$ cat src/rtl/adcres_pkg.sv
package adcres_pkg;

  typedef enum logic {
    SEL_LO = 1'b0,
    SEL_HI = 1'b1
  } byte_sel_e;

  typedef enum logic {
    ALIGN_RIGHT = 1'b0,
    ALIGN_LEFT  = 1'b1
  } align_e;

endpackage

$ cat src/rtl/adcres_hold.sv
module adcres_hold #(
  parameter int RES_W = 10
) (
  input  logic             clk,
  input  logic             rst_n,
  input  logic             res_valid,
  input  logic [RES_W-1:0] res_data,
  input  logic             lo_rd,
  input  logic             hi_rd,
  input  logic             ovr_clr,
  output logic [RES_W-1:0] vis_q,
  output logic             ovr_q,
  output logic             locked_q,
  output logic             unlock_ev,
  output logic             park_ev,
  output logic             overrun_ev
);

  logic [RES_W-1:0] pend_q;
  logic             pend_v_q;
  logic             blocked;

  // Named internal events
  assign unlock_ev  = locked_q && hi_rd;
  assign blocked    = (locked_q || lo_rd) && !unlock_ev;
  assign park_ev    = res_valid && blocked;
  assign overrun_ev = res_valid && pend_v_q;

  always_ff @(posedge clk) begin
    if (!rst_n) begin
      vis_q    <= '0;
      pend_q   <= '0;
      pend_v_q <= 1'b0;
      locked_q <= 1'b0;
      ovr_q    <= 1'b0;
    end else begin
      if (overrun_ev)   ovr_q <= 1'b1;
      else if (ovr_clr) ovr_q <= 1'b0;

      if (unlock_ev) begin
        locked_q <= 1'b0;
        pend_v_q <= 1'b0;
        if (res_valid)     vis_q <= res_data;
        else if (pend_v_q) vis_q <= pend_q;
      end else begin
        if (lo_rd) locked_q <= 1'b1;
        if (park_ev) begin
          pend_q   <= res_data;
          pend_v_q <= 1'b1;
        end else if (res_valid) begin
          vis_q <= res_data;
        end
      end
    end
  end


  locked_hold_chk: assert property (@(posedge clk) disable iff (!rst_n)
    (locked_q && !hi_rd) |=> $stable(vis_q));


  pend_release_chk: assert property (@(posedge clk) disable iff (!rst_n)
    (unlock_ev && pend_v_q && !res_valid) |=> (vis_q == $past(pend_q)));


  overrun_set_chk: assert property (@(posedge clk) disable iff (!rst_n)
    overrun_ev |=> ovr_q);


  overrun_clr_chk: assert property (@(posedge clk) disable iff (!rst_n)
    (ovr_clr && !overrun_ev) |=> !ovr_q);


  bypass_chk: assert property (@(posedge clk) disable iff (!rst_n)
    (unlock_ev && res_valid) |=> (vis_q == $past(res_data)));


  pend_empty_chk: assert property (@(posedge clk) disable iff (!rst_n)
    unlock_ev |=> (!pend_v_q && !locked_q));


  direct_load_chk: assert property (@(posedge clk) disable iff (!rst_n)
    (res_valid && !locked_q && !lo_rd) |=> (vis_q == $past(res_data)));

endmodule

$ cat src/rtl/adcres_view.sv
module adcres_view #(
  parameter int RES_W  = 10,
  parameter int BYTE_W = 8
) (
  input  logic              align_left,
  input  logic [RES_W-1:0]  vis,
  input  logic              rd_en,
  input  logic              rd_addr,
  output logic [BYTE_W-1:0] rd_data
);
  import adcres_pkg::*;

  localparam int WORD_W = 2 * BYTE_W;
  localparam int LSHIFT = WORD_W - RES_W;

  generate
    if (RES_W > WORD_W || RES_W < 1) begin : g_bad_width
      initial $error("adcres_view: RES_W must fit in two bytes");
    end
  endgenerate

  function automatic logic [WORD_W-1:0] pack_word(input logic [RES_W-1:0] v,
                                                  input align_e a);
    logic [WORD_W-1:0] w;
    w = WORD_W'(v);
    if (a == ALIGN_LEFT) w = w << LSHIFT;
    return w;
  endfunction

  logic [WORD_W-1:0] word;

  always_comb begin
    word = pack_word(vis, align_e'(align_left));
    if (!rd_en)                          rd_data = '0;
    else if (byte_sel_e'(rd_addr) == SEL_HI) rd_data = word[WORD_W-1:BYTE_W];
    else                                 rd_data = word[BYTE_W-1:0];
  end

endmodule

$ cat src/rtl/adcres_reg.sv
module adcres_reg #(
  parameter int RES_W  = 10,
  parameter int BYTE_W = 8
) (
  input  logic              clk,
  input  logic              rst_n,
  input  logic              res_valid,
  input  logic [RES_W-1:0]  res_data,
  input  logic              align_left,
  input  logic              rd_en,
  input  logic              rd_addr,
  output logic [BYTE_W-1:0] rd_data,
  input  logic              ovr_clr,
  output logic              ovr_flag
);
  import adcres_pkg::*;

  logic             lo_rd;
  logic             hi_rd;
  logic [RES_W-1:0] vis;
  logic             locked;
  logic             unlock_ev;
  logic             park_ev;
  logic             overrun_ev;

  assign lo_rd = rd_en && (byte_sel_e'(rd_addr) == SEL_LO);
  assign hi_rd = rd_en && (byte_sel_e'(rd_addr) == SEL_HI);

  adcres_hold #(.RES_W(RES_W)) u_hold (
    .clk        (clk),
    .rst_n      (rst_n),
    .res_valid  (res_valid),
    .res_data   (res_data),
    .lo_rd      (lo_rd),
    .hi_rd      (hi_rd),
    .ovr_clr    (ovr_clr),
    .vis_q      (vis),
    .ovr_q      (ovr_flag),
    .locked_q   (locked),
    .unlock_ev  (unlock_ev),
    .park_ev    (park_ev),
    .overrun_ev (overrun_ev)
  );

  adcres_view #(.RES_W(RES_W), .BYTE_W(BYTE_W)) u_view (
    .align_left (align_left),
    .vis        (vis),
    .rd_en      (rd_en),
    .rd_addr    (rd_addr),
    .rd_data    (rd_data)
  );


  idle_bus_chk: assert property (@(posedge clk) disable iff (!rst_n)
    !rd_en |-> (rd_data == '0));


  hi_no_lock_chk: assert property (@(posedge clk) disable iff (!rst_n)
    (hi_rd && !locked) |=> !locked);


  lo_lock_chk: assert property (@(posedge clk) disable iff (!rst_n)
    lo_rd |=> locked);


  park_only_locked_chk: assert property (@(posedge clk) disable iff (!rst_n)
    park_ev |-> (locked || lo_rd) && !unlock_ev);

endmodule

$ cat config.mk
export PLATFORM = sky130hd
export DESIGN_NAME = adcres_reg
export DESIGN_NICKNAME = d
export VERILOG_FILES = /design/src/rtl/adcres_pkg.sv /design/src/rtl/adcres_hold.sv /design/src/rtl/adcres_view.sv /design/src/rtl/adcres_reg.sv
export SDC_FILE = /design/constraint.sdc
export NUM_CORES = 1
export LEC_CHECK = 0
export BUFFER_PORTS_ARGS = -buffer_cell sky130_fd_sc_hd__buf_2
export CORE_ASPECT_RATIO = 1.5
export CORE_MARGIN = 3
export CORE_UTILIZATION = 45
export DETAILED_ROUTE_END_ITERATION = 7
export MAX_ROUTING_LAYER = met4
export PLACE_DENSITY = 0.68
export SYNTH_ARGS = -nofsm -noshare
export SYNTH_HDL_FRONTEND = slang
export SYNTH_SLANG_ARGS = --single-unit
$ cat constraint.sdc
create_clock -name clk -period 1.7 [get_ports clk]
set_input_delay 0.17 -clock clk [delete_from_list [all_inputs] [get_ports clk]]
set_output_delay 0.17 -clock clk [all_outputs]
set_load 0.02 [all_outputs]
======== Yosys cells after proc, flatten, opt, wreduce, memory -nomap -nowiden ========
Index checks and enable logic that the tools add are counted.
word-level totals
  register bits ........................... 23
  input bits .............................. 17
  output and inout bits ................... 9
  word-level logic and storage cells ...... 33
operators by class
  equality and inequality tests ........... 1
  muxes and demuxes ....................... 10
  bitwise operators ....................... 3
  reductions and logical operators ........ 14
operators with widths
  operator              count
  $mux W10              5
  $mux W16              1
  $mux W8               2
  $logic_and A1 B1 Y1   6
  $reduce_bool A2 Y1    3
  $not A1 Y1            3
  $reduce_and A3 Y1     1
  $mux W1               2
  $ne A2 B1 Y1 const B  1
  $reduce_and A2 Y1     1
  $reduce_or A2 Y1      1
  $logic_not A1 Y1      1
  $logic_or A1 B1 Y1    1

======== Logic depth before layout (Yosys ltp) ========
Gate-level depths: netlist (run 1).
  depth after elaboration ................. 7
  depth in mapped cells ................... 6
  mapped depth without buffers ............ 4

======== Hierarchy ========
Synthesis (run 1) repeated with hierarchy kept, for this count alone.
unflattened totals
  cells, all modules ...................... 154
  area total of the unflattened synthesis .. 1251.2 um^2
by module, submodules not included
  module       times used  cells each  area an instance (um^2)  seq. area each (um^2)
  adcres_hold  1           126         1056.0                   460.4
  adcres_view  1           26          178.9                    0.0
  adcres_reg   1           2           16.3                     0.0

======== Least setup slack after synthesis (run 1) ========
No wires, ideal clock.
  path kind ............................... input-to-output
  from .................................... input rd_addr
  to ...................................... output rd_data[0]
  arrival ................................. 1158 ps
  data required time ...................... 1530 ps
  slack ................................... 372 ps
  cell stages on the path ................. 5
  buffers on the path ..................... 2
  cell sequence ........................... buf_6 -> and2_2 -> clkbuf_1 -> nand2_1 -> a21boi_0
on the way
  cells in the longest elaborated chain, start to end .. 2
ends and longest elaborated chain
  what         RTL line           RTL
  from (decl)  adcres_reg.sv:11   input logic rd_addr,
  $mux W8      adcres_view.sv:35  else if (byte_sel_e'(rd_addr) == SEL_HI) rd_data = word[WORD_W-1:BYTE_W];
  $mux W8      adcres_view.sv:34  if (!rd_en) rd_data = '0;
  to (decl)    adcres_reg.sv:12   output logic [BYTE_W-1:0] rd_data,
No other way between the ends.

======== Final worst setup path (run 1) ========
  from .................................... register u_hold.vis_q[8]
  to ...................................... output rd_data[6]
on the way
  cells in the longest elaborated chain, start to end .. 3
ends and longest elaborated chain
  what                    RTL line           RTL
  from (decl)             adcres_hold.sv:11  output logic [RES_W-1:0] vis_q,
  from (signal assigned)  adcres_hold.sv:43  if (res_valid) vis_q <= res_data;
  from (signal assigned)  adcres_hold.sv:44  else if (pend_v_q) vis_q <= pend_q;
  from (signal assigned)  adcres_hold.sv:51  vis_q <= res_data;
  $mux W16                adcres_view.sv:26  if (a == ALIGN_LEFT) w = w << LSHIFT;
  $mux W8                 adcres_view.sv:35
  $mux W8                 adcres_view.sv:34
No other way between the ends.

==> results of run 1 <==
## worst paths after layout
kind | to | cells past startpoint | slack, ns
worst max register to register | u_hold.vis_q[2] | 4 | 0.38
worst min register to register | u_hold.ovr_q | 2 | 0.49
worst max-delay path | rd_data[6] | 4 | 0.20
worst min-delay path | u_hold.ovr_q | 3 | 0.11
## flip-flops by register name, indices dropped and copies added (netlist names)
name,flops
u_hold.pend_q,10
u_hold.vis_q,10
u_hold.locked_q,1
u_hold.ovr_q,1
u_hold.pend_v_q,1
## kinds of logic after synthesis
kind of cell	after synthesis	share of synthesized area, %
AOI/OAI and AO/OA	32	17.6
DFF	23	38.3
muxes	22	18.4
buffers and inverters	11	6.97
and+or+nand+nor	35	18.7
## area by class of cell
cell class              instances  area (um^2)  area share [%]
clock buffers                   4         26.3            1.96
inverters                       1         3.75           0.280
multi-input cells              89          658            49.1
flip-flops and latches         23          460            34.3
well taps                      36         45.0            3.36
repair buffers                 28          148            11.0
## through the flow
step / cells / hold slack [ns]
floorplan: 123 / 0.298
global placement: 177 / 0.439
detailed placement: 177 / 0.447
CTS: 181 / 0.0997
global route: 181 / 0.121
finish: 181 / 0.106
## metal layers
metal / share of wire (%) / vias to the layer above
li1: - / 482
met1: 44 / 426
met2: 50 / 20
met3: 4.0 / 6
met4: 2.6 / 0
met5: 0 / -
## power groups by stage
| stage | sequential (mW) | combinational, mW | clock, mW |
|---|---|---|---|
| final | 0.600 | 0.183 | 0.250 |
| after global placement | 0.611 | 0.178 | 0 |
| after global routing | 0.604 | 0.204 | 0.273 |
| after floorplan | 0.606 | 0.144 | 0 |
| after detailed placement | 0.612 | 0.185 | 0 |
| after CTS | 0.600 | 0.185 | 0.264 |
## worst reg2reg max path: cells and delay by family, from the launching register on
kind               cells  cell delay (ns)
and+or+nand+nor        2             0.59
DFF                    1             0.36
AOI/OAI and AO/OA      2             0.25
## cell usage in the layout (no fill, tap or decap)
cell type	count
buf_2	25
and2b_2	1
nand2_1	4
o21a_1	1
a21boi_0	2
and3_1	1
dfxtp_1	23
or2_1	2
nand3_4	1
a21boi_2	1
mux2_2	1
o21ai_0	2
o31ai_1	10
inv_1	1
mux2i_1	21
or2_4	1
clkbuf_4	3
a22oi_1	5
nand2_2	1
a21oi_1	11
buf_4	3
nand2b_1	2
and2_2	1
nor2b_1	16
nor2_1	2
and2_1	2
clkbuf_1	1
nand3_2	1
==> impl_metrics.tcl, run 1 <==
set metrics [dict create \
    p_sw_share_pct 26.9 \
    cts_tree "yes" \
    synthToLayoutAreaGrowth_pct 11.6 \
    postPlaceCellArea_mm2 0.00132 \
    pwr-share-seq_pct 58.1 \
    dp_hpwl_mm 1.67 \
    use_met3_pct 1.56 \
    r2r_start "u_hold.locked_q" \
    netlist_instances 123 \
    portBuffers 25 \
    grt_usage_pct 14.8 \
    p_int_mw 0.755 \
    synth_common_cells "dfxtp_1, mux2i_1, nor2b_1" \
    grt_pass1_vias 847 \
    drive_above_1_share_pct 26.9 \
    status "completed" \
    critical_path_class "reg -> out" \
    cp_cell_sequence "mux2_2, a22oi_1, nor2b_1, buf_2" \
    start_util_pct 48.0 \
    drv_slew 0 \
    ctsResizeCount 0 \
    required_ns 1.53 \
    arrival_ns 1.33 \
    synth_area_per_cell_um2 9.78 \
    clockRootBuffer "clkbuf_4" \
    dp_slack_ns 0.368 \
    diodes 0 \
    power_switching_mw 0.278 \
    crit_path_max_incr_delay_ns 0.34 \
    finalPower_mw 1.03 \
    clock-sinks 23 \
    cts_setup_buffers 0 \
    end_kind "primary output" \
    ys.flop_type "dfxtp_1" \
    vias_per_cell 5.16 \
    clkPwrFrac_pct 24.2 \
    synth_edf_count 0 \
    grt_pass1_wl_mm 3.53 \
    grt_overflow 0 \
    max_slew_margin_pct 77.1 \
    synth_area_leaders "dfxtp_1, mux2i_1, nor2b_1" \
    cp_top_family "flip-flops" \
    critPathBufInv 1 \
    die_w_um 48.2 \
    worst_pin_slew_ns 0.343 \
    hold_class "in -> reg" \
    utilization_pct 53.5 \
    ys_types 28 \
    grt_use_met1_pct 17.4 \
    io_pins 26 \
    clk_latency_ns 0.31 \
    p_leak_nw 0.666 \
    fin_ws_ns 0.198 \
    yosysTopAreaCellShare_pct 38.3 \
    fmax_mhz 666 \
    setup_viol 0 \
    die_h_um 69.3 \
    cts_buffers 3 \
    placementRows 22 \
    peakVddDrop_v 0.000526 \
    min-delay-start "ovr_clr" \
    ctsHoldBuffers 0 \
    die_area_mm2 0.00334 \
    ant_nets 0 \
    maxCapViolations 0 \
    clkSlewWorstSetupHoldPaths_ns 0.12 \
    synth-async-reset-ratio_pct 0 \
    p_per_area_mw_per_mm2 770 \
    vias 934 \
    fin_skew_ns 0.00198 \
    cts_buffer_depth 2 \
    yosys_warnings 0 \
    coreArea_mm2 0.00250 \
    drtPass1Iterations 4 \
    tns_ns 0 \
    combPwrFrac_pct 17.8 \
    drt-initial-drc-count 24 \
    wl_per_cell_um 12.3 \
    fin_crit_sh_pct 88.4 \
    ys_ff_latch 23 \
    startpoint "u_hold.vis_q[8]" \
    cp_max_fo 2 \
    grt_max_degree 24 \
    drc 0 \
    n_fill_cell 241 \
    critPathSlowestCell "dfxtp_1" \
    cp-start-kind "flip-flop" \
    synth_area_mm2 0.00120 \
    antenna_found_initial 0 \
    top_usage_layer "met2" \
    routed_wl_mm 2.23 \
    finalHoldViolCount 0 \
    htree_levels 1 \
    place_congestion 0.728 \
    syn_nets 140 \
    synth_top_cell_by_area "dfxtp_1" \
    seq_area_frac_synth_pct 38.3 \
    final_cell_area_mm2 0.00134 \
    grtUsageMet2_pct 22.5 \
    final.min_clock_period_ns 1.50 \
    grt_setup_unrepaired "false" \
    synth.most_common_cell "dfxtp_1" \
    final_nets 163 \
]
(Power assumes the default switching activity.)
==> run 2: changes to the inputs <==
--- a/config.mk
+++ b/config.mk
@@ -6,12 +6,14 @@
 export NUM_CORES = 1
 export LEC_CHECK = 0
 export BUFFER_PORTS_ARGS = -buffer_cell sky130_fd_sc_hd__buf_2
+export CELL_PAD_IN_SITES_DETAIL_PLACEMENT = 1
+export CELL_PAD_IN_SITES_GLOBAL_PLACEMENT = 1
 export CORE_ASPECT_RATIO = 1.5
 export CORE_MARGIN = 3
-export CORE_UTILIZATION = 45
+export CORE_UTILIZATION = 43
 export DETAILED_ROUTE_END_ITERATION = 7
 export MAX_ROUTING_LAYER = met4
-export PLACE_DENSITY = 0.68
+export PLACE_DENSITY = 0.82
 export SYNTH_ARGS = -nofsm -noshare
 export SYNTH_HDL_FRONTEND = slang
 export SYNTH_SLANG_ARGS = --single-unit
==> run 2 against run 1 <==
  * Register-to-register slack worse by 0.05 ns
  * Global-route usage is 0.55 points higher
  * Setup slack better by 0.00062 ns
  * Sequential power hardly changed
  * Clock power is 2% lower
  * Clock skew is 0.0011 ns higher
  * Critical path depth stayed put
  * Clock-buffer cell count stayed put
  * Sequential share of layout area stayed put
  * Critical path type unchanged
  * Highest routed layer unchanged
==> impl_metrics.tcl, run 2 (synthesis gave the netlist of run 1 again) <==
set metrics [dict create \
    vias 933 \
    fmax_mhz 666 \
    start_util_pct 47.0 \
    io_pins 26 \
    dp_hpwl_mm 1.88 \
    cp_cell_sequence "mux2_2, a22oi_1, nor2b_1, buf_2" \
    hold_class "in -> reg" \
    peakVddDrop_v 0.000659 \
    final_cell_area_mm2 0.00134 \
    max_slew_margin_pct 76.4 \
    ctsResizeCount 0 \
    final.min_clock_period_ns 1.50 \
    drtPass1Iterations 4 \
    diodes 0 \
    cts_buffers 3 \
    wl_per_cell_um 13.2 \
    drt-initial-drc-count 19 \
    vias_per_cell 5.15 \
    final_nets 163 \
    dp_slack_ns 0.326 \
    n_fill_cell 321 \
    drc 0 \
    r2r_start "u_hold.locked_q" \
    maxCapViolations 0 \
    required_ns 1.53 \
    utilization_pct 52.4 \
    layout_commonest_cell "buf_2" \
    fin_skew_ns 0.00304 \
    r2r_end "u_hold.vis_q[2]" \
    mostFrequentLayoutCells "buf_2, dfxtp_1, mux2i_1" \
    cp_top_family "flip-flops" \
    place_congestion 0.708 \
    seq_area_um2 460 \
    r2r_cells 4 \
    tns_ns 0 \
    drv_slew 0 \
    multi_input_area_um2 658 \
    startpoint "u_hold.vis_q[8]" \
    fin_ws_ns 0.198 \
    die_w_um 49.2 \
    clkPwrFrac_pct 23.7 \
    cts_buffer_depth 2 \
    combPwrFrac_pct 18.0 \
    clock-sinks 23 \
    grt_overflow 0 \
    critPathSlowestCell "dfxtp_1" \
    synthToLayoutAreaGrowth_pct 11.6 \
    drive_above_1_share_pct 26.9 \
    p_per_area_mw_per_mm2 767 \
    grt_usage_pct 15.3 \
    top_regs "u_hold.pend_q: 10 flops, u_hold.vis_q: 10 flops" \
    worst_pin_slew_ns 0.353 \
    rrSetupSlack_ns 0.33 \
    power_switching_mw 0.275 \
    grt_pass1_wl_mm 4.24 \
    cts_tree "yes" \
    p_leak_nw 0.666 \
    stdcell_count 181 \
    cts_setup_buffers 0 \
    clk_latency_ns 0.30 \
    finalHoldViolCount 0 \
    p_int_mw 0.754 \
    postPlaceCellArea_mm2 0.00132 \
    portBuffers 25 \
    coreArea_mm2 0.00256 \
    status "completed" \
    antenna_found_initial 0 \
    die_area_mm2 0.00348 \
    critPathBufInv 1 \
    cp-start-kind "flip-flop" \
    arrival_ns 1.33 \
    setup_viol 0 \
    pwr-share-seq_pct 58.3 \
    cp_max_fo 2 \
    critical_path_class "reg -> out" \
    clkSlewWorstSetupHoldPaths_ns 0.12 \
    ctsHoldBuffers 0 \
    critPathCapture "rd_data[6]" \
    placementRows 22 \
    crit_cells 4 \
    p_sw_share_pct 26.7 \
    end_kind "primary output" \
    die_h_um 70.8 \
    ant_nets 0 \
    grt_max_degree 24 \
    clockRootBuffer "clkbuf_4" \
    fin_crit_sh_pct 88.3 \
    grt_pass1_vias 936 \
    routed_wl_mm 2.38 \
    htree_levels 1 \
    crit_path_max_incr_delay_ns 0.34 \
    place_inst 177 \
    grt_setup_unrepaired "false" \
]
## run 2: cell counts in the layout (fill, tap and decap cells not counted)
Identical to the previous run, type by type.
## run 2: metrics by stage
stage	power, mW	hold slack [ns]
2_1_floorplan	0.750	0.298
3_3_place_gp	0.789	0.440
3_5_place_dp	0.800	0.452
4_1_cts	1.04	0.132
5_1_grt	1.09	0.130
6_report	1.03	0.133
## run 2: routing by layer
| metal | wire length [um] | vias up | GRT usage [%] |
|---|---|---|---|
| li1 | - | 482 | - |
| met1 | 1110 | 430 | 19.6 |
| met2 | 1170 | 19 | 25.2 |
| met3 | 86 | 2 | 1.47 |
| met4 | 17 | 0 | 4.75 |
| met5 | 0 | - | - |
## run 2: tightest hold or removal path, delay by kind of cell
family,cells,cell delay [ns]
buffers and inverters,1,0.09
and+or+nand+nor,1,0.09
muxes,1,0.06
## run 2: worst min path at each step
stage	from	to	slack [ns]	cells after the start
floorplan	rst_n	u_hold.pend_q[9]	0.30	1
global placement	ovr_clr	u_hold.ovr_q	0.44	3
detailed placement	res_data[4]	u_hold.pend_q[4]	0.45	3
CTS	ovr_clr	u_hold.ovr_q	0.13	3
global route	res_data[4]	u_hold.pend_q[4]	0.13	3
finish	res_data[0]	u_hold.pend_q[0]	0.13	3
## run 2: power groups by stage
stage          logic [mW]  clock network [mW]  registers, mW
2_1_floorplan       0.144                   0          0.606
3_3_place_gp        0.178                   0          0.611
3_5_place_dp        0.187                   0          0.613
4_1_cts             0.188               0.251          0.601
5_1_grt             0.209               0.270          0.606
6_report            0.185               0.244          0.600
## run 2: final cells by class
| cell class | instances | area share [%] |
|---|---|---|
| clock buffers | 4 | 1.96 |
| well taps | 36 | 3.36 |
| repair buffers | 28 | 11.0 |
| flip-flops and latches | 23 | 34.3 |
| inverters | 1 | 0.280 |
| multi-input cells | 89 | 49.1 |
